### config.mk
export PLATFORM = sky130hd
export DESIGN_NAME = root_counter
export DESIGN_NICKNAME = d
export VERILOG_FILES = /design/src/rtl/rc_pkg.sv /design/src/rtl/rc_prescale.sv /design/src/rtl/rc_gate.sv /design/src/rtl/rc_core.sv /design/src/rtl/root_counter.sv
export SDC_FILE = /design/constraint.sdc
export NUM_CORES = 1
export LEC_CHECK = 0
export ABC_CLOCK_PERIOD_IN_PS = 4100
export BUFFER_PORTS_ARGS = -buffer_cell sky130_fd_sc_hd__buf_4
export CORE_ASPECT_RATIO = 1.25
export CORE_MARGIN = 2
export CORE_UTILIZATION = 52
export CTS_CLUSTER_DIAMETER = 30
export CTS_CLUSTER_SIZE = 16
export DETAILED_ROUTE_END_ITERATION = 10
export GPL_ROUTABILITY_DRIVEN = 0
export PLACE_DENSITY_LB_ADDON = 0.25
export REMOVE_ABC_BUFFERS = 1
export SYNTH_ARGS = -nofsm -noshare
export SYNTH_HDL_FRONTEND = slang
export SYNTH_SLANG_ARGS = --single-unit
### constraint.sdc
create_clock -name clk -period 4.1 [get_ports clk]
set_clock_uncertainty 0.2 [all_clocks]
set_input_delay 0.205 -clock clk [delete_from_list [all_inputs] [get_ports clk]]
set_output_delay 0.205 -clock clk [all_outputs]
set_load 0.005 [all_outputs]
### src/rtl/rc_pkg.sv
package rc_pkg;
  localparam logic [1:0] RA_COUNT  = 2'd0;
  localparam logic [1:0] RA_MODE   = 2'd1;
  localparam logic [1:0] RA_TARGET = 2'd2;

  typedef enum logic [1:0] {
    GM_LEVEL   = 2'd0,
    GM_RESTART = 2'd1,
    GM_WINDOW  = 2'd2,
    GM_ONCE    = 2'd3
  } gate_mode_e;

  // Value the incremented count must not reach; reaching it wraps to zero.
  function automatic logic [32:0] ovf_limit(int w);
    if (w >= 32) return 33'h0_FFFE_E000;
    return 33'h0_0000_FFFF;
  endfunction

  // Last prescaler phase (divide ratio minus one) for a given width and selection.
  function automatic logic [7:0] div_last(int w, logic [1:0] wide_sel, logic narrow_sel);
    if (w >= 32) begin
      case (wide_sel)
        2'd0: return 8'd0;
        2'd1: return 8'd7;
        2'd2: return 8'd15;
        default: return 8'd255;
      endcase
    end
    return narrow_sel ? 8'd7 : 8'd0;
  endfunction
endpackage

### src/rtl/rc_prescale.sv
module rc_prescale (
  input  logic       clk,
  input  logic       rst_n,
  input  logic       clr,
  input  logic       use_alt,
  input  logic       alt_tick,
  input  logic [7:0] last,
  output logic       tick
);
  logic [7:0] phase_q;
  logic       src;

  assign src  = use_alt ? alt_tick : 1'b1;
  assign tick = src && (phase_q == last);

  always_ff @(posedge clk) begin
    if (!rst_n)       phase_q <= '0;
    else if (clr)     phase_q <= '0;
    else if (src)     phase_q <= (phase_q == last) ? 8'd0 : phase_q + 8'd1;
  end
endmodule

### src/rtl/rc_gate.sv
module rc_gate
  import rc_pkg::*;
(
  input  logic       clk,
  input  logic       rst_n,
  input  logic       mode_wr,
  input  logic       wr_gen,
  input  logic       wr_gm_hi,
  input  logic       gate_en,
  input  gate_mode_e gm,
  input  logic       gate_in,
  output logic       step_ok,
  output logic       gate_clr
);
  logic prev_q, run_q, g_start, g_end;

  assign g_start = gate_in & ~prev_q;
  assign g_end   = ~gate_in & prev_q;

  always_comb begin
    if (!gate_en) step_ok = 1'b1;
    else begin
      case (gm)
        GM_LEVEL:   step_ok = gate_in;
        GM_RESTART: step_ok = 1'b1;
        GM_WINDOW:  step_ok = run_q & gate_in;
        default:    step_ok = run_q;
      endcase
    end
  end

  assign gate_clr = gate_en & g_start & ((gm == GM_RESTART) | (gm == GM_WINDOW));

  always_ff @(posedge clk) begin
    if (!rst_n) begin
      prev_q <= 1'b0;
      run_q  <= 1'b1;
    end else begin
      prev_q <= gate_in;
      if (mode_wr)                               run_q <= ~(wr_gen & wr_gm_hi);
      else if (gate_en && g_start && gm[1])      run_q <= 1'b1;
      else if (gate_en && g_end && gm == GM_WINDOW) run_q <= 1'b0;
    end
  end
endmodule

### src/rtl/rc_core.sv
module rc_core #(
  parameter int CNT_W = 16
) (
  input  logic             clk,
  input  logic             rst_n,
  input  logic             mode_wr,
  input  logic             count_wr,
  input  logic [CNT_W-1:0] wdata,
  input  logic [CNT_W-1:0] target,
  input  logic             rst_on_tgt,
  input  logic             ie_tgt,
  input  logic             ie_ovf,
  input  logic             rep,
  input  logic             tog,
  input  logic             gate_clr,
  input  logic             step_ok,
  input  logic             tick,
  input  logic             pend_in,
  output logic [CNT_W-1:0] cnt_o,
  output logic             flag_n,
  output logic             flag_t,
  output logic             flag_o,
  output logic             irq_o,
  output logic             tgt_evt,
  output logic             ovf_evt
);
  localparam logic [32:0]    LIM_ALL = rc_pkg::ovf_limit(CNT_W);
  localparam logic [CNT_W:0] LIM     = LIM_ALL[CNT_W:0];
  localparam logic [CNT_W:0] ONE     = {{CNT_W{1'b0}}, 1'b1};

  logic             armed;
  logic [CNT_W:0]   nxt;
  logic             step_act, tgt_irq, ovf_irq, stat_clr;

  assign nxt      = {1'b0, cnt_o} + ONE;
  assign step_act = tick & step_ok & ~mode_wr & ~count_wr & ~gate_clr;
  assign ovf_evt  = step_act & (nxt >= LIM);
  assign tgt_evt  = step_act & ~ovf_evt & (nxt[CNT_W-1:0] == target);
  assign tgt_irq  = tgt_evt & ie_tgt & armed;
  assign ovf_irq  = ovf_evt & ie_ovf;
  assign stat_clr = ~pend_in & ~irq_o;

  always_ff @(posedge clk) begin
    if (!rst_n) begin
      cnt_o  <= '0;
      flag_n <= 1'b1;
      flag_t <= 1'b0;
      flag_o <= 1'b0;
      armed  <= 1'b1;
      irq_o  <= 1'b0;
    end else begin
      irq_o <= tgt_irq | ovf_irq;
      if (mode_wr) begin
        cnt_o  <= '0;
        flag_n <= 1'b1;
        flag_t <= 1'b0;
        flag_o <= 1'b0;
        armed  <= 1'b1;
      end else begin
        if (stat_clr) begin
          flag_n <= 1'b1;
          flag_t <= 1'b0;
          flag_o <= 1'b0;
        end
        if (count_wr)      cnt_o <= wdata;
        else if (gate_clr) cnt_o <= '0;
        else if (ovf_evt) begin
          cnt_o  <= '0;
          flag_o <= 1'b1;
          armed  <= 1'b1;
          if (ovf_irq && tog) flag_n <= 1'b0;
        end else if (tgt_evt) begin
          flag_t <= 1'b1;
          cnt_o  <= rst_on_tgt ? '0 : nxt[CNT_W-1:0];
          if (tgt_irq && !rep) armed  <= 1'b0;
          if (tgt_irq && tog)  flag_n <= 1'b0;
        end else if (step_act) cnt_o <= nxt[CNT_W-1:0];
      end
    end
  end
endmodule

### src/rtl/root_counter.sv
module root_counter
  import rc_pkg::*;
#(
  parameter int CNT_W = 16
) (
  input  logic        clk,
  input  logic        rst_n,
  input  logic        bus_wr,
  input  logic [1:0]  bus_addr,
  input  logic [31:0] bus_wdata,
  input  logic [1:0]  bus_raddr,
  output logic [31:0] bus_rdata,
  input  logic        alt_tick,
  input  logic        gate_in,
  input  logic        irq_pending_in,
  output logic        irq_o
);
  localparam logic [9:0] LO_WMASK = 10'h3FF;

  logic             mode_wr, count_wr, tgt_wr;
  logic [9:0]       mode_lo;
  logic [1:0]       mode_hi;
  logic [CNT_W-1:0] tgt_q, cnt_q;
  logic [7:0]       div_l;
  logic             tick, step_ok, gate_clr;
  logic             flag_n, flag_t, flag_o, tgt_evt, ovf_evt;
  logic             unused_wdata_hi;

  assign unused_wdata_hi = ^bus_wdata[31:15];
  assign mode_wr  = bus_wr && (bus_addr == RA_MODE);
  assign count_wr = bus_wr && (bus_addr == RA_COUNT);
  assign tgt_wr   = bus_wr && (bus_addr == RA_TARGET);
  assign div_l    = div_last(CNT_W, mode_hi, mode_lo[9]);

  always_ff @(posedge clk) begin
    if (!rst_n) begin
      mode_lo <= '0;
      mode_hi <= '0;
      tgt_q   <= '0;
    end else begin
      if (mode_wr) begin
        mode_lo <= bus_wdata[9:0] & LO_WMASK;
        mode_hi <= bus_wdata[14:13];
      end
      if (tgt_wr) tgt_q <= bus_wdata[CNT_W-1:0];
    end
  end

  rc_prescale u_pre (
    .clk(clk), .rst_n(rst_n), .clr(mode_wr | count_wr),
    .use_alt(mode_lo[8]), .alt_tick(alt_tick), .last(div_l), .tick(tick)
  );

  rc_gate u_gate (
    .clk(clk), .rst_n(rst_n), .mode_wr(mode_wr),
    .wr_gen(bus_wdata[0]), .wr_gm_hi(bus_wdata[2]),
    .gate_en(mode_lo[0]), .gm(gate_mode_e'(mode_lo[2:1])), .gate_in(gate_in),
    .step_ok(step_ok), .gate_clr(gate_clr)
  );

  rc_core #(.CNT_W(CNT_W)) u_core (
    .clk(clk), .rst_n(rst_n), .mode_wr(mode_wr), .count_wr(count_wr),
    .wdata(bus_wdata[CNT_W-1:0]), .target(tgt_q),
    .rst_on_tgt(mode_lo[3]), .ie_tgt(mode_lo[4]), .ie_ovf(mode_lo[5]),
    .rep(mode_lo[6]), .tog(mode_lo[7]),
    .gate_clr(gate_clr), .step_ok(step_ok), .tick(tick), .pend_in(irq_pending_in),
    .cnt_o(cnt_q), .flag_n(flag_n), .flag_t(flag_t), .flag_o(flag_o),
    .irq_o(irq_o), .tgt_evt(tgt_evt), .ovf_evt(ovf_evt)
  );

  always_comb begin
    case (bus_raddr)
      RA_COUNT:  bus_rdata = 32'(cnt_q);
      RA_MODE:   bus_rdata = 32'({mode_hi, flag_o, flag_t, flag_n, mode_lo});
      RA_TARGET: bus_rdata = 32'(tgt_q);
      default:   bus_rdata = 32'd0;
    endcase
  end
endmodule

Word-level counts from Yosys, hierarchy flattened
Cells that the tools add are included.
- $add $sub $neg: 2
- $lt $le $gt $ge: 1
- mux-type cells: 34
- reduce and logical (&&, ||, !) cells: 22
- equality and inequality tests: 8
- bitwise gates (word level): 30
- operators with widths (kind ; count):
    $mux W16 ; 6
    $pmux W16 S3 ; 1
    $mux W1 ; 24
    $add A16 B1 Y17 const B ; 1
    $and A1 B1 Y1 ; 17
    $ge A17 B16 Y1 const B ; 1
    $eq A16 B16 Y1 ; 1
    $logic_and A1 B1 Y1 ; 11
    $not A1 Y1 ; 10
    $add A8 B1 Y8 const B ; 1
    $eq A8 B3 Y1 ; 1
    $mux W8 ; 1
    $eq A2 B1 Y1 const B ; 3
    $eq A2 B2 Y1 const B ; 3
    $logic_not A2 Y1 ; 3
    $reduce_bool A5 Y1 ; 1
    $reduce_and A4 Y1 ; 1
    $reduce_bool A2 Y1 ; 2
    $reduce_or A2 Y1 ; 2
    $mux W3 ; 1
    $or A1 B1 Y1 ; 3
    $pmux W1 S3 ; 1
    $reduce_bool A3 Y1 ; 1
    $logic_not A1 Y1 ; 1
- input port bits: 42
- register bits: 59
- logic and storage cells: 109

Longest topological paths before layout
Gate-level depths: netlist of run 1.
- depth after elaboration: 19
- mapped depth: 13
- gate-level depth less buffers: 11

Cells and area by module
A second synthesis of run 1 with hierarchy kept.
- cell total of the unflattened synthesis: 557
- area, all modules: 4504.3 µm²
- modules (own cells, without submodules) (module ; sequential area each (µm²) ; cells an instance ; times used ; area an instance (µm²)):
    rc_core ; 420.4 ; 317 ; 1 ; 2312.2
    root_counter ; 560.5 ; 169 ; 1 ; 1557.7
    rc_prescale ; 160.2 ; 52 ; 1 ; 457.9
    rc_gate ; 40.0 ; 19 ; 1 ; 176.4

Worst setup path after synthesis of run 1
Ideal clock, no wire load.
- path kind: reg2reg
- from: register u_core.cnt_o[1]
- to: register u_core.cnt_o[1]
- library setup time: 120 ps
- data required time: 3780 ps
- arrival time: 2903 ps
- path buffers: 2
- stages on the path, launching flop included: 12
- path slack: 877 ps
- clock period less this slack: 3223 ps
- cells stage by stage: dfxtp_1 > ha_1 > nand3_1 > or3_1 > clkbuf_1 > a211o_1 > or3_1 > a2111oi_4 > buf_4 > nor3_1 > a211oi_1 > nor2_1
- word-level cells in the longest chain between the ends: 10
- elaborated cells on any way between the ends: 14
- classes of those cells: add/sub: 1; order compare: 1; eq/ne: 1; mux: 6; bitwise: 4; reduce/logical: 1
- ends and longest elaborated chain (element ; RTL line ; RTL):
    start, declared ; rc_core.sv:19 ; output logic [CNT_W-1:0] cnt_o,
    start signal, assigned ; rc_core.sv:65 ; if (count_wr) cnt_o <= wdata;
    start signal, assigned ; rc_core.sv:74 ; cnt_o <= rst_on_tgt ? '0 : nxt[CNT_W-1:0];
    start signal, assigned ; rc_core.sv:77 ; end else if (step_act) cnt_o <= nxt[CNT_W-1:0];
    $add A16 B1 Y17 (*) ; rc_core.sv:35 ; assign nxt = {1'b0, cnt_o} + ONE;
    $ge A17 B16 Y1 ; rc_core.sv:37 ; assign ovf_evt = step_act & (nxt >= LIM);
    $and A1 B1 Y1 ; rc_core.sv:37 ;
    $not A1 Y1 ; rc_core.sv:38 ; assign tgt_evt = step_act & ~ovf_evt & (nxt[CNT_W-1:0] == target);
    $and A1 B1 Y1 (2 in series) ; rc_core.sv:38 ;
    $mux W16 ; rc_core.sv:72 ; end else if (tgt_evt) begin
    $mux W16 ; rc_core.sv:67 ; else if (ovf_evt) begin
    $mux W16 ; rc_core.sv:66 ; else if (gate_clr) cnt_o <= '0;
    $mux W16 ; rc_core.sv:65 ;
Every way passes the cells marked *; elsewhere a longest branch is shown, timed or not. The select of a mux whose other input is x is not followed.
A chain may end at the register's enable or synchronous reset.

Worst setup path in the final report of run 1
- from: register u_core.cnt_o[0]
- to: register u_core.cnt_o[7]
The elaborated chain is that of the path after synthesis.

==> results of run 1 <==
through the flow:
| step | cell area, sq um | std cells | power, W |
|---|---|---|---|
| 6_report | 4960 | 712 | 0.00150 |
| 5_1_grt | 4960 | 712 | 0.00157 |
| 4_1_cts | 4960 | 712 | 0.00151 |
| 3_5_place_dp | 4550 | 677 | 0.000885 |
| 3_3_place_gp | 4550 | 677 | 0.000880 |
| 2_1_floorplan | 3990 | 524 | 0.000772 |
kinds of logic after synthesis:
group / Yosys count / synth area share [%]
simple gates: 242 / 29.2
compound gates: 139 / 22.1
buf+inv: 69 / 8.18
flops: 59 / 28.0
xor+xnor: 29 / 6.34
mux: 17 / 4.03
fa+ha+maj: 7 / 2.07
other cells: 1 / 0.0888
worst min-delay path: cells and delay by family:
family / cells / cell delay, ns
buffers and inverters: 1 / 0.07
AND/OR/NAND/NOR: 2 / 0.32
XOR/XNOR: 1 / 0.10
synth_stat cells (all sizes together), types with 2 or more instances:
cell     instances  share of area (%)
nand2          103                9.2
dfxtp           59                 28
o21ai           34                4.0
buf             30                4.7
nor2            30                2.7
a21boi          28                5.0
clkbuf          24                2.1
xnor2           22                4.6
a21oi           21                2.5
nor3            20                2.6
mux2i           17                4.0
nand3           17                2.3
inv             15                1.3
nor4            15                2.8
a31oi           14                2.1
nand4            9                1.5
and3             8                1.2
ha               7                2.1
nor2b            7                1.0
a22oi            6                1.1
xor2             6                1.2
a2111oi          5                1.5
a211oi           5               0.89
and2             5               0.74
o22ai            5               0.74
or3              5               0.74
nand2b           4               0.59
nand3b           3               0.53
nor3b            3               0.65
o211a            3               0.71
a21o             2               0.36
a31o             2               0.41
a32oi            2               0.41
and4             2               0.41
nand4b           2               0.41
o2111ai          2               0.41
or3b             2               0.41
or4              2               0.36
worst min-delay path by stage:
stage / start / endpoint / cells past startpoint
6_report: alt_tick / u_pre.phase_q[0] / 4
5_1_grt: alt_tick / u_pre.phase_q[0] / 4
4_1_cts: alt_tick / u_pre.phase_q[0] / 4
3_5_place_dp: mode_hi[0] / mode_hi[0] / 2
3_3_place_gp: mode_hi[1] / mode_hi[1] / 2
2_1_floorplan: rst_n / u_gate.run_q / 1
report_power, final:
part | total [W] | internal [W] | switching, W | leakage (nW)
Clock | 0.000609 | 0.000372 | 0.000238 | 0.119
Combinational | 0.000275 | 0.000118 | 0.000157 | 1.21
Sequential | 0.000620 | 0.000592 | 0.0000277 | 0.479
repair_timing:
item | CTS | global route
resized for setup | 0 | 0
hold endpoints to repair | 47 | 0
endpoints found under the setup margin | 0 | 0
hold buffers | 19 | 0
placed cells by master, fill, tap and decap left out, types with 14 or more instances in the layout:
cell type,netlist,routed
nand3_1,16,16
a31oi_1,14,14
conb_1,1,16
dfxtp_1,59,59
inv_1,15,15
nor3_1,18,18
nand2_1,103,103
a21oi_1,21,21
a21boi_0,28,28
buf_4,20,58
dlygate4sd3_1,0,19
mux2i_1,17,17
o21ai_0,27,27
nor2_1,29,29
xnor2_1,22,22
cell type report:
cell class | instances | area [sq um]
repair buffers | 77 | 626
well taps | 95 | 119
fillers | 734 | 2880
clock inverters | 5 | 75.1
inverters | 15 | 56.3
flip-flops and latches | 59 | 1180
clock buffers | 11 | 151
multi-input cells | 450 | 2750
flip-flops by register name, summed over array words and instances, names as in the netlist:
signal and flops:
mode_hi 2, mode_lo 10, u_pre.phase_q 8, tgt_q 16, u_core.armed 1, u_core.irq_o 1, u_gate.prev_q 1, u_core.cnt_o 16
u_core.flag_o 1, u_core.flag_t 1, u_core.flag_n 1, u_gate.run_q 1
routing by layer:
metal	global-route usage, %	wire [microns]	up-vias
li1	-	-	2083
met1	34.5	5030	2066
met2	48.4	6310	201
met3	5.13	884	40
met4	17.6	478	0
met5	0	0	-
==> metrics.md, run 1 <==
| Metric | Value |
|---|---|
| Number of synthesized register bits | 59 |
| Post-synth ARST share | 0% |
| CTS H-Tree Depth | 3 |
| Clock Latency Late Sink | about 0.36 ns |
| Post-synthesis sequential area ratio | 28.0% |
| Summed negative setup slack over all endpoints | 0 ns |
| Worst path top cell family by delay | simple AND/OR/NAND/NOR gates |
| IO buf count | 42 |
| Fmax | 277 MHz |
| Post-CTS Setup Bufs | 0 |
| Syn Area/Cell | 7.50 sq um |
| LEAKAGE | 1.81 nW |
| MaxCap Viol Count | 0 |
| Highest cell delay on the worst timing path | ~0.47 ns |
| Number of global-route vias before repair | roughly 4,100 |
| Critical path's slowest cell | or4b_1 |
| Root Buffer Master | clkbuf_8 |
| Final hold vios | 0 |
| Core Util, Final | between 60% and 70% |
| Vias per inst | between 6 and 7 |
| Initial cell density of the core | 53.9% |
| Signed area change from the synthesized netlist to the final layout | 17.5% |
| Min Clock Period, post-route | 3.61 ns |
| Worst slew pin tran | 0.861 ns |
| Arrival time worst endpoint | 3.65 ns |
| Total length of routed wires | approximately 13,000 microns |
| Core Box Area | 7840 sq um |
| Number of stages on the worst setup path | 13 |
| Number of synthesized flops with an enable pin | 0 |
| RSZ-0062 raised after global routing | no |
| TritonCTS clock tree | yes |
| Worst setup path start | u_core.cnt_o[0] |
| Drt first pass iters | 6 |
| Post-place setup slack | 0.570 ns |
| GRT overflow | 0 |
| Total routing usage reported by global routing | between 20% and 30% |
| Start of the worst register-to-register path | u_core.cnt_o[0] |
| Worst path most repeated cell | buf_4 |
| Max-slew violation total from the final report | 0 |
| Kind of end point of the critical path | register |
| Setup crit start kind | register |
| Vias | 4,390 |
| Cell breakdown of the critical path | buf_4, inv_1, ha_1, xnor2_1, nor2_1, o211a_2, or4b_1, or3_1, a2111oi_4, buf_4, nor4_1, a21oi_1, o22ai_1 |
| Cell count after synthesis | 563 |
| Post-route ant nets | 0 |
| Final Setup Violations | 0 |
| Critical path required time | approximately 4.1 ns |
| First-pass GRT wire length | 20,600 microns |
| Antenna fix cells | 0 |
| Half-perimeter wire length of the detailed placement result | about 9000 microns |
| Width of the die | 84.6 microns |
| Average routed wire per standard cell | 17.8 microns |
| Fraction of layout cells with a size suffix above 1 | around 14% |
| Type of the most critical hold path | in -> reg |
| Dominant register cell in the synthesized netlist | dfxtp_1 |
| Fraction of the cycle the final worst path needs | 88.2% |
| Endpoint of the worst setup timing path | u_core.cnt_o[7] |
| Number of sinks handled by clock tree synthesis | 59 |
| Number of cells on the worst reg-to-reg path | 13 |
| Total die area | 8860 sq um |
| Max IR drop VDD | 0.241 mV |
| Library cells used by synthesis | 67 |
| Clock input transition at the sequential cells of the worst setup and hold paths | 0.07 ns |
| Final-stage net count | approximately 660 |
| Cell area after synthesis | around 4200 sq um |
| Register-to-Register Setup Slack | 0.49 ns |
| Number of antenna violations at the first check in global routing | 0 |
| Iter 0 DRT Violations | 390 |
| Minimum setup slack in the final design | 0.486 ns |
| DRC errors left | 0 |
| Worst slew margin relative to its limit | 42.4% |
| Result of the run | finished clean |
| Hold Worst Slack | 0.166 ns |
| R2r endpoint | u_core.cnt_o[7] |
| Biggest fanout along the worst timing path | 10 |
| YS warnings | 0 |
| Maximum root-to-sink buffer count | 2 |
| Site Rows | 36 |
| Total power divided by cell area | 303 nW/um^2 |
| Number of clock buffers inserted by TritonCTS | 9 |
| Top-level port count | 75 |
| Largest net degree at the start of global routing | 35 |
| Die height | between 100 and 150 microns |
| Count of buffer and inverter cells on the critical path | 3 |
| Critical path start-end classification | reg -> reg |
Note: power is estimated with default switching activity, not from simulation.
==> inputs of run 2 (changes only) <==
RECOVER_POWER = 100   (was not set)
==> run 2 against run 1 <==
Final area fell by 0.55%. Sequential cell count is the same. Power about the same. First-iteration DRC count fell by 4.4%. Maximum frequency down 1.7%. Sequential share of layout area is 0.13 points higher. Critical path type unchanged. Largest cell class unchanged. Highest routed layer unchanged.
==> metrics.md, run 2 (synthesis gave the netlist of run 1 again) <==
| Metric | Value |
|---|---|
| Result of the run | finished clean (unchanged) |
| Summed negative setup slack over all endpoints | 0 ns (unchanged) |
| Core Box Area | 7840 sq um (unchanged) |
| Total power divided by cell area | 305 nW/um^2 (was 303 nW/um^2) |
| Iter 0 DRT Violations | 373 (was 390) |
| Width of the die | 84.6 microns (unchanged) |
| Total design power | 0.00150 W (about the same) |
| Root Buffer Master | clkbuf_8 (unchanged) |
| Maximum root-to-sink buffer count | 2 (unchanged) |
| Worst setup path start | u_core.cnt_o[0] (unchanged) |
| Global-route met2 utilization | 48.4% (unchanged) |
| Number of antenna violations at the first check in global routing | 0 (unchanged) |
| Post-CTS Setup Bufs | 0 (unchanged) |
| Average routed wire per standard cell | 17.8 microns (about the same) |
| Leading cell type in the layout, fill and taps excluded | nand2_1 (unchanged) |
| IO buf count | 42 (unchanged) |
| Clock input transition at the sequential cells of the worst setup and hold paths | 0.07 ns (about the same) |
| Start of the worst register-to-register path | u_core.cnt_o[0] (unchanged) |
| RSZ-0062 raised after global routing | no (unchanged) |
| Setup crit start kind | register (unchanged) |
| Max-slew violation total from the final report | 0 (unchanged) |
| Final hold vios | 0 (unchanged) |
| CTS H-Tree Depth | 3 (unchanged) |
| Fmax | 272 MHz (was 277 MHz) |
| Hold-critical path endpoint | u_pre.phase_q[0] (unchanged) |
| Critical path start-end classification | reg -> reg (unchanged) |
| Initial cell density of the core | 53.9% (unchanged) |
| GRT overflow | 0 (unchanged) |
| LEAKAGE | 1.79 nW (was 1.81 nW) |
| Hold Worst Slack | 0.168 ns (was 0.166 ns) |
| Vias per inst | 6.18 (was 6.17) |
| Total length of routed wires | 12,700 microns (about the same) |
| Number of buffers inserted by hold repair at cts | 19 (unchanged) |
| Vias | 4,401 (was 4,390) |
| Site Rows | 36 (unchanged) |
| Clock Latency Late Sink | 0.36 ns (about the same) |
| GR Layer Usage met1 | 34.5% (unchanged) |
| Type of the most critical hold path | in -> reg (unchanged) |
| Fraction of the cycle the final worst path needs | 89.7% (was 88.2%) |
| Number of sinks handled by clock tree synthesis | 59 (unchanged) |
| Count of fill cells added during filler insertion | 744 (was 734) |
| Global-route met3 utilization | 5.13% (unchanged) |
| Biggest fanout along the worst timing path | 10 (unchanged) |
| Top-level port count | 75 (unchanged) |
| Kind of end point of the critical path | register (unchanged) |
| Max IR drop VDD | 0.242 mV (was 0.241 mV) |
| TritonCTS clock tree | yes (unchanged) |
| Total die area | 8860 sq um (unchanged) |
| Number of clock buffers inserted by TritonCTS | 9 (unchanged) |
| Total routing usage reported by global routing | 29.1% (unchanged) |
| Arrival time worst endpoint | 3.71 ns (was 3.65 ns) |
| Final cell count without fillers | 712 (unchanged) |
| Final Setup Violations | 0 (unchanged) |
| Post-route ant nets | 0 (unchanged) |
| Critical path required time | 4.13 ns (was 4.14 ns) |
| Half-perimeter wire length of the detailed placement result | 8770 microns (unchanged) |
| Number of global-route vias before repair | 4,128 (unchanged) |
| Register-to-Register Setup Slack | 0.42 ns (was 0.49 ns) |
| Worst slew pin tran | 1.36 ns (was 0.861 ns) |
| Min Clock Period, post-route | 3.68 ns (was 3.61 ns) |
| Post-CTS Resized | 0 (unchanged) |
| Dpl cells | 677 (unchanged) |
| Antenna fix cells | 0 (unchanged) |
| Final-stage net count | 661 (unchanged) |
| Fraction of layout cells with a size suffix above 1 | 13.3% (was 14.4%) |
| Die height | 105 microns (unchanged) |
| First-pass GRT wire length | 20,600 microns (unchanged) |
| Signed area change from the synthesized netlist to the final layout | 16.8% (was 17.5%) |
| Largest registers in the final layout | tgt_q x16, u_core.cnt_o x16, mode_lo x10 (unchanged) |
| Most crowded layer after global routing | met2 (unchanged) |
| Worst slew margin relative to its limit | 9.28% (was 42.4%) |
| Drt first pass iters | 7 (was 6) |
| Number of cells on the worst reg-to-reg path | 12 (was 13) |
| Worst hold path cell count | 4 (unchanged) |
| Largest net degree at the start of global routing | 35 (unchanged) |
| MaxCap Viol Count | 0 (unchanged) |
| Commonest cells after routing, fill and taps aside | nand2_1, dfxtp_1, buf_4 (unchanged) |
| DRC errors left | 0 (unchanged) |
| R2r endpoint | u_core.cnt_o[0] (was u_core.cnt_o[7]) |
| Hold Path Origin | alt_tick (unchanged) |
run 2: cell count changes in the layout (fill, tap and decap cells not counted), sizes merged:
cell / previous run / this run
buf: 58 / 50
clkbuf: 11 / 19
run 2: where the power goes:
part / switching, W / internal, W
Combinational: 0.000158 / 0.000117
Sequential: 0.0000275 / 0.000592
Clock: 0.000237 / 0.000372
run 2: worst max path at each step:
| stage | cells past startpoint | to | slack (ns) |
|---|---|---|---|
| 6_report | 12 | u_core.cnt_o[0] | 0.42 |
| 5_1_grt | 8 | u_core.cnt_o[13] | 0.18 |
| 4_1_cts | 13 | u_core.cnt_o[10] | 0.54 |
| 3_5_place_dp | 13 | u_core.cnt_o[10] | 0.57 |
| 3_3_place_gp | 13 | u_core.cnt_o[15] | 0.67 |
| 2_1_floorplan | 9 | u_core.cnt_o[0] | 0.46 |
run 2: critical path, cell delays in order (launching register included):
cell,delay (ns)
dfxtp_1,0.34
buf_4,0.18
inv_1,0.09
ha_1,0.35
xnor2_1,0.14
nor2_1,0.19
o211a_2,0.20
or4b_1,0.47
or3_1,0.36
a2111oi_4,0.36
nor2_1,0.27
a221oi_1,0.33
a211oi_1,0.08
run 2: metal layers:
layer	up-vias	part of all wire [%]
met4	0	4.0
met5	-	0
met1	2057	39
li1	2073	-
met3	44	7.5
met2	227	49
run 2: final cells by class:
cell class | instances | area, sq um | area share [%]
multi-input combinational | 450 | 2750 | 55.6
clock inverter | 5 | 75.1 | 1.52
timing repair buffer | 77 | 607 | 12.3
sequential | 59 | 1180 | 23.9
inverter | 15 | 56.3 | 1.14
clock buffer | 11 | 151 | 3.07
tap | 95 | 119 | 2.41
run 2: metrics by stage:
step | util (%) | area, sq um | setup WS, ns
final | 63.0 | 4930 | 0.422
after global placement | 58.0 | 4550 | 0.673
after global routing | 63.0 | 4930 | 0.180
after floorplan | - | 3990 | 0.457
after detailed placement | 58.0 | 4550 | 0.570
after CTS | 63.3 | 4960 | 0.543
==> inputs of run 3 (changes only) <==
ABC_AREA = 1   (was not set)
==> run 3 against run 2 <==
Combinational power grew 49%. Non-clock buffer count is 14 lower. Routed wire length shrank 8.1%. Die area down 5.4%. Maximum frequency rose by 14%. Power is 7.3% higher. Global-route usage up 0.20 points. Count of clock-buffer cells in the layout up 2. Sequential power grew 6.1%. Synthesized cell count increased by 12%. Setup slack better by 0.45 ns. First-iteration DRC count fell by 32%. Critical endpoint is now u_core.cnt_o[11]. Largest cell class unchanged.
==> metrics.md, run 3 <==
| Metric | Value |
|---|---|
| Average routed wire per standard cell | 14.8 microns (was 17.8 microns) |
| GRT overflow | 0 (unchanged) |
| Area share of the largest cell type after synthesis | 29.6% (was 28.0%) |
| Number of sinks handled by clock tree synthesis | 59 (unchanged) |
| DRC errors left | 0 (unchanged) |
| MaxCap Viol Count | 0 (unchanged) |
| IO buf count | 42 (unchanged) |
| Clock Latency Late Sink | 0.36 ns (about the same) |
| Summed negative setup slack over all endpoints | 0 ns (unchanged) |
| Die height | 102 microns (was 105 microns) |
| Critical path's slowest cell | nor2_1 (was or4b_1) |
| Total routing usage reported by global routing | 29.3% (was 29.1%) |
| Number of global-route vias before repair | 4,027 (was 4,128) |
| Post-route ant nets | 0 (unchanged) |
| Initial cell density of the core | 53.9% (about the same) |
| Count of fill cells added during filler insertion | 700 (was 744) |
| Worst slew margin relative to its limit | 19.2% (was 9.28%) |
| Total length of routed wires | 11,600 microns (was 12,700 microns) |
| Core Box Area | 7400 sq um (was 7840 sq um) |
| Arrival time worst endpoint | 3.27 ns (was 3.71 ns) |
| RSZ-0062 raised after global routing | no (unchanged) |
| Largest net degree at the start of global routing | 33 (was 35) |
| Kind of end point of the critical path | register (unchanged) |
| Number of synthesized flops with an enable pin | 0 (unchanged) |
| Critical path required time | 4.14 ns (was 4.13 ns) |
| Commonest cells after routing, fill and taps aside | nand2_1, nor2_1, inv_1 (was nand2_1, dfxtp_1, buf_4) |
| Type of the most critical hold path | in -> reg (unchanged) |
| Min Clock Period, post-route | 3.23 ns (was 3.68 ns) |
| Final Setup Violations | 0 (unchanged) |
| Cell area after synthesis | 3990 sq um (was 4220 sq um) |
| Final-stage net count | 737 (was 661) |
| Max IR drop VDD | 0.208 mV (was 0.242 mV) |
| Cell with the most instances after synthesis | nand2_1 (unchanged) |
| LEAKAGE | 2.05 nW (was 1.79 nW) |
| Biggest fanout along the worst timing path | 16 (was 10) |
| Post-synth ARST share | 0% (unchanged) |
| Total power divided by cell area | 349 nW/um^2 (was 305 nW/um^2) |
| Clock input transition at the sequential cells of the worst setup and hold paths | 0.07 ns (about the same) |
| Final instance area | 4620 sq um (was 4930 sq um) |
| Maximum root-to-sink buffer count | 2 (unchanged) |
| Number of clock buffers inserted by TritonCTS | 9 (unchanged) |
| Largest registers in the final layout | tgt_q x16, u_core.cnt_o x16, mode_lo x10 (unchanged) |
| Combinational family with the most area after synthesis | simple AND/OR/NAND/NOR gates (unchanged) |
| Vias per inst | 5.51 (was 6.18) |
| Fraction of the cycle the final worst path needs | 78.8% (was 89.7%) |
| Total die area | 8390 sq um (was 8860 sq um) |
| Width of the die | 82.3 microns (was 84.6 microns) |
| Setup crit start kind | register (unchanged) |
| Simple-Gate Fraction of Synth Area | 35.8% (was 29.2%) |
| Leading post-synthesis cells by cell area | dfxtp_1, nand2_1, nor2_1 (was dfxtp_1, nand2_1, a21boi_0) |
| Count of buffer and inverter cells on the critical path | 0 (was 2) |
| Fmax | 309 MHz (was 272 MHz) |
| Cell breakdown of the critical path | ha_1, nand2_1, nor2_1, nand3_1, nand2_1, nand2_1, nand2_1, nand2_1, nor2_1, nand2_1, nor2_1, nand4_4, nand2_1, a21oi_1 (was buf_4, inv_1, ha_1, xnor2_1, nor2_1, o211a_2, or4b_1, or3_1, a2111oi_4, nor2_1, a221oi_1, a211oi_1) |
| Post-synthesis sequential area ratio | 29.6% (was 28.0%) |
| Half-perimeter wire length of the detailed placement result | 8260 microns (was 8770 microns) |
| Max-slew violation total from the final report | 0 (unchanged) |
| Post-synthesis compound-gate area fraction | 18.2% (was 22.1%) |
| Worst slew pin tran | 1.21 ns (was 1.36 ns) |
| Number of antenna violations at the first check in global routing | 0 (unchanged) |
| Final hold vios | 0 (unchanged) |
| Fraction of the mapped netlist area in adder cells | 2.20% (was 2.07%) |
| CTS H-Tree Depth | 3 (unchanged) |
| Critical path start-end classification | reg -> reg (unchanged) |
| Area after detailed placement | 4300 sq um (was 4550 sq um) |
| First-pass GRT wire length | 18,700 microns (was 20,600 microns) |
| Iter 0 DRT Violations | 252 (was 373) |
| Drt first pass iters | 5 (was 7) |
| XOR/XNOR share of the synthesized area | 1.54% (was 6.34%) |
| Area taken by flip-flops and latches | 1180 sq um (unchanged) |
| Library cells used by synthesis | 35 (was 67) |
| Post-CTS Resized | 0 (unchanged) |
| Antenna fix cells | 0 (unchanged) |
| Cell count after synthesis | 632 (was 563) |
| Dominant register cell in the synthesized netlist | dfxtp_1 (unchanged) |
| Signed area change from the synthesized netlist to the final layout | 15.9% (was 16.8%) |
| Worst path top cell family by delay | simple AND/OR/NAND/NOR gates (unchanged) |
| Cell type contributing the most total cell area after synthesis | dfxtp_1 (unchanged) |
| Multi-input logic area | 2320 sq um (was 2750 sq um) |
| Syn Area/Cell | 6.31 sq um (was 7.50 sq um) |
| Vias | 4,321 (was 4,401) |
| TritonCTS clock tree | yes (unchanged) |
| Cell types with the highest counts after synthesis | nand2_1, nor2_1, inv_1, dfxtp_1, a21oi_1 (was nand2_1, dfxtp_1, nor2_1, a21boi_0, o21ai_0) |
| Worst path most repeated cell | nand2_1 (was nor2_1) |
| Leading cell type in the layout, fill and taps excluded | nand2_1 (unchanged) |
| Number of synthesized register bits | 59 (unchanged) |
| Fraction of synthesized area in multiplexers | 0% (was 4.03%) |
| Fraction of layout cells with a size suffix above 1 | 12.6% (was 13.3%) |
| Result of the run | finished clean (unchanged) |
| Highest cell delay on the worst timing path | 0.56 ns (was 0.47 ns) |
| Site Rows | 35 (was 36) |
| Root Buffer Master | clkbuf_8 (unchanged) |
| Top-level port count | 75 (unchanged) |
| YS warnings | 0 (unchanged) |
run 3: metrics by stage:
step / utilization, % / setup WS, ns / hold WS [ns] / power (W) / instances
floorplan: - / 1.46 / 0.0985 / 0.000939 / 614
global placement: 58.1 / 1.37 / 0.232 / 0.00106 / 751
detailed placement: 58.1 / 1.32 / 0.234 / 0.00107 / 751
CTS: 63.1 / 1.29 / 0.0310 / 0.00162 / 784
global route: 62.4 / 0.693 / 0.0492 / 0.00169 / 784
finish: 62.4 / 0.869 / 0.0396 / 0.00161 / 784
run 3: cells by family (layout without fill, tap and decap cells):
logic type,count (synthesis),count (layout)
compound gates,122,122
xor+xnor,7,7
fa+ha+maj,7,7
buf+inv,114,159
flops,59,59
other cells,1,16
simple gates,322,322
run 3: path summary, 6_finish.rpt:
path	start	end	slack [ns]	cells past startpoint
worst max-delay path	u_core.cnt_o[0]	u_core.cnt_o[11]	0.87	14
worst min-delay path	rst_n	u_gate.prev_q	0.04	3
worst max register to register	u_core.cnt_o[0]	u_core.cnt_o[11]	0.87	14
worst min register to register	u_core.armed	u_core.armed	0.25	2
run 3: worst register-to-register path: cells and delay by family (launching register included):
| family | cells | cell delay [ns] |
|---|---|---|
| simple gates | 12 | 2.12 |
| flops | 1 | 0.49 |
| fa+ha+maj | 1 | 0.25 |
| compound gates | 1 | 0.08 |
run 3: layout make-up:
cell class / instances / area share (%)
clock inverters: 2 / 0.758
multi-input cells: 474 / 50.3
well taps: 92 / 2.49
flip-flops and latches: 59 / 25.6
clock buffers: 13 / 3.44
repair buffers: 63 / 10.9
inverters: 81 / 6.58
run 3: power breakdown:
group / switching, W / total (W) / internal [W]
logic: 0.000260 / 0.000409 / 0.000149
registers: 0.0000446 / 0.000658 / 0.000613
clock network: 0.000237 / 0.000547 / 0.000310
run 3: repair_timing:
item	CTS	global route
hold buffers	18	0
endpoints found under the hold margin	47	0
setup buffers	0	0
run 3: metal layers:
layer	vias up	global-route usage (%)	part of all wire [%]
li1	2142	-	-
met1	1967	33.7	40
met2	184	52.4	50
met3	28	4.95	7.0
met4	0	12.7	2.7
met5	-	0	0
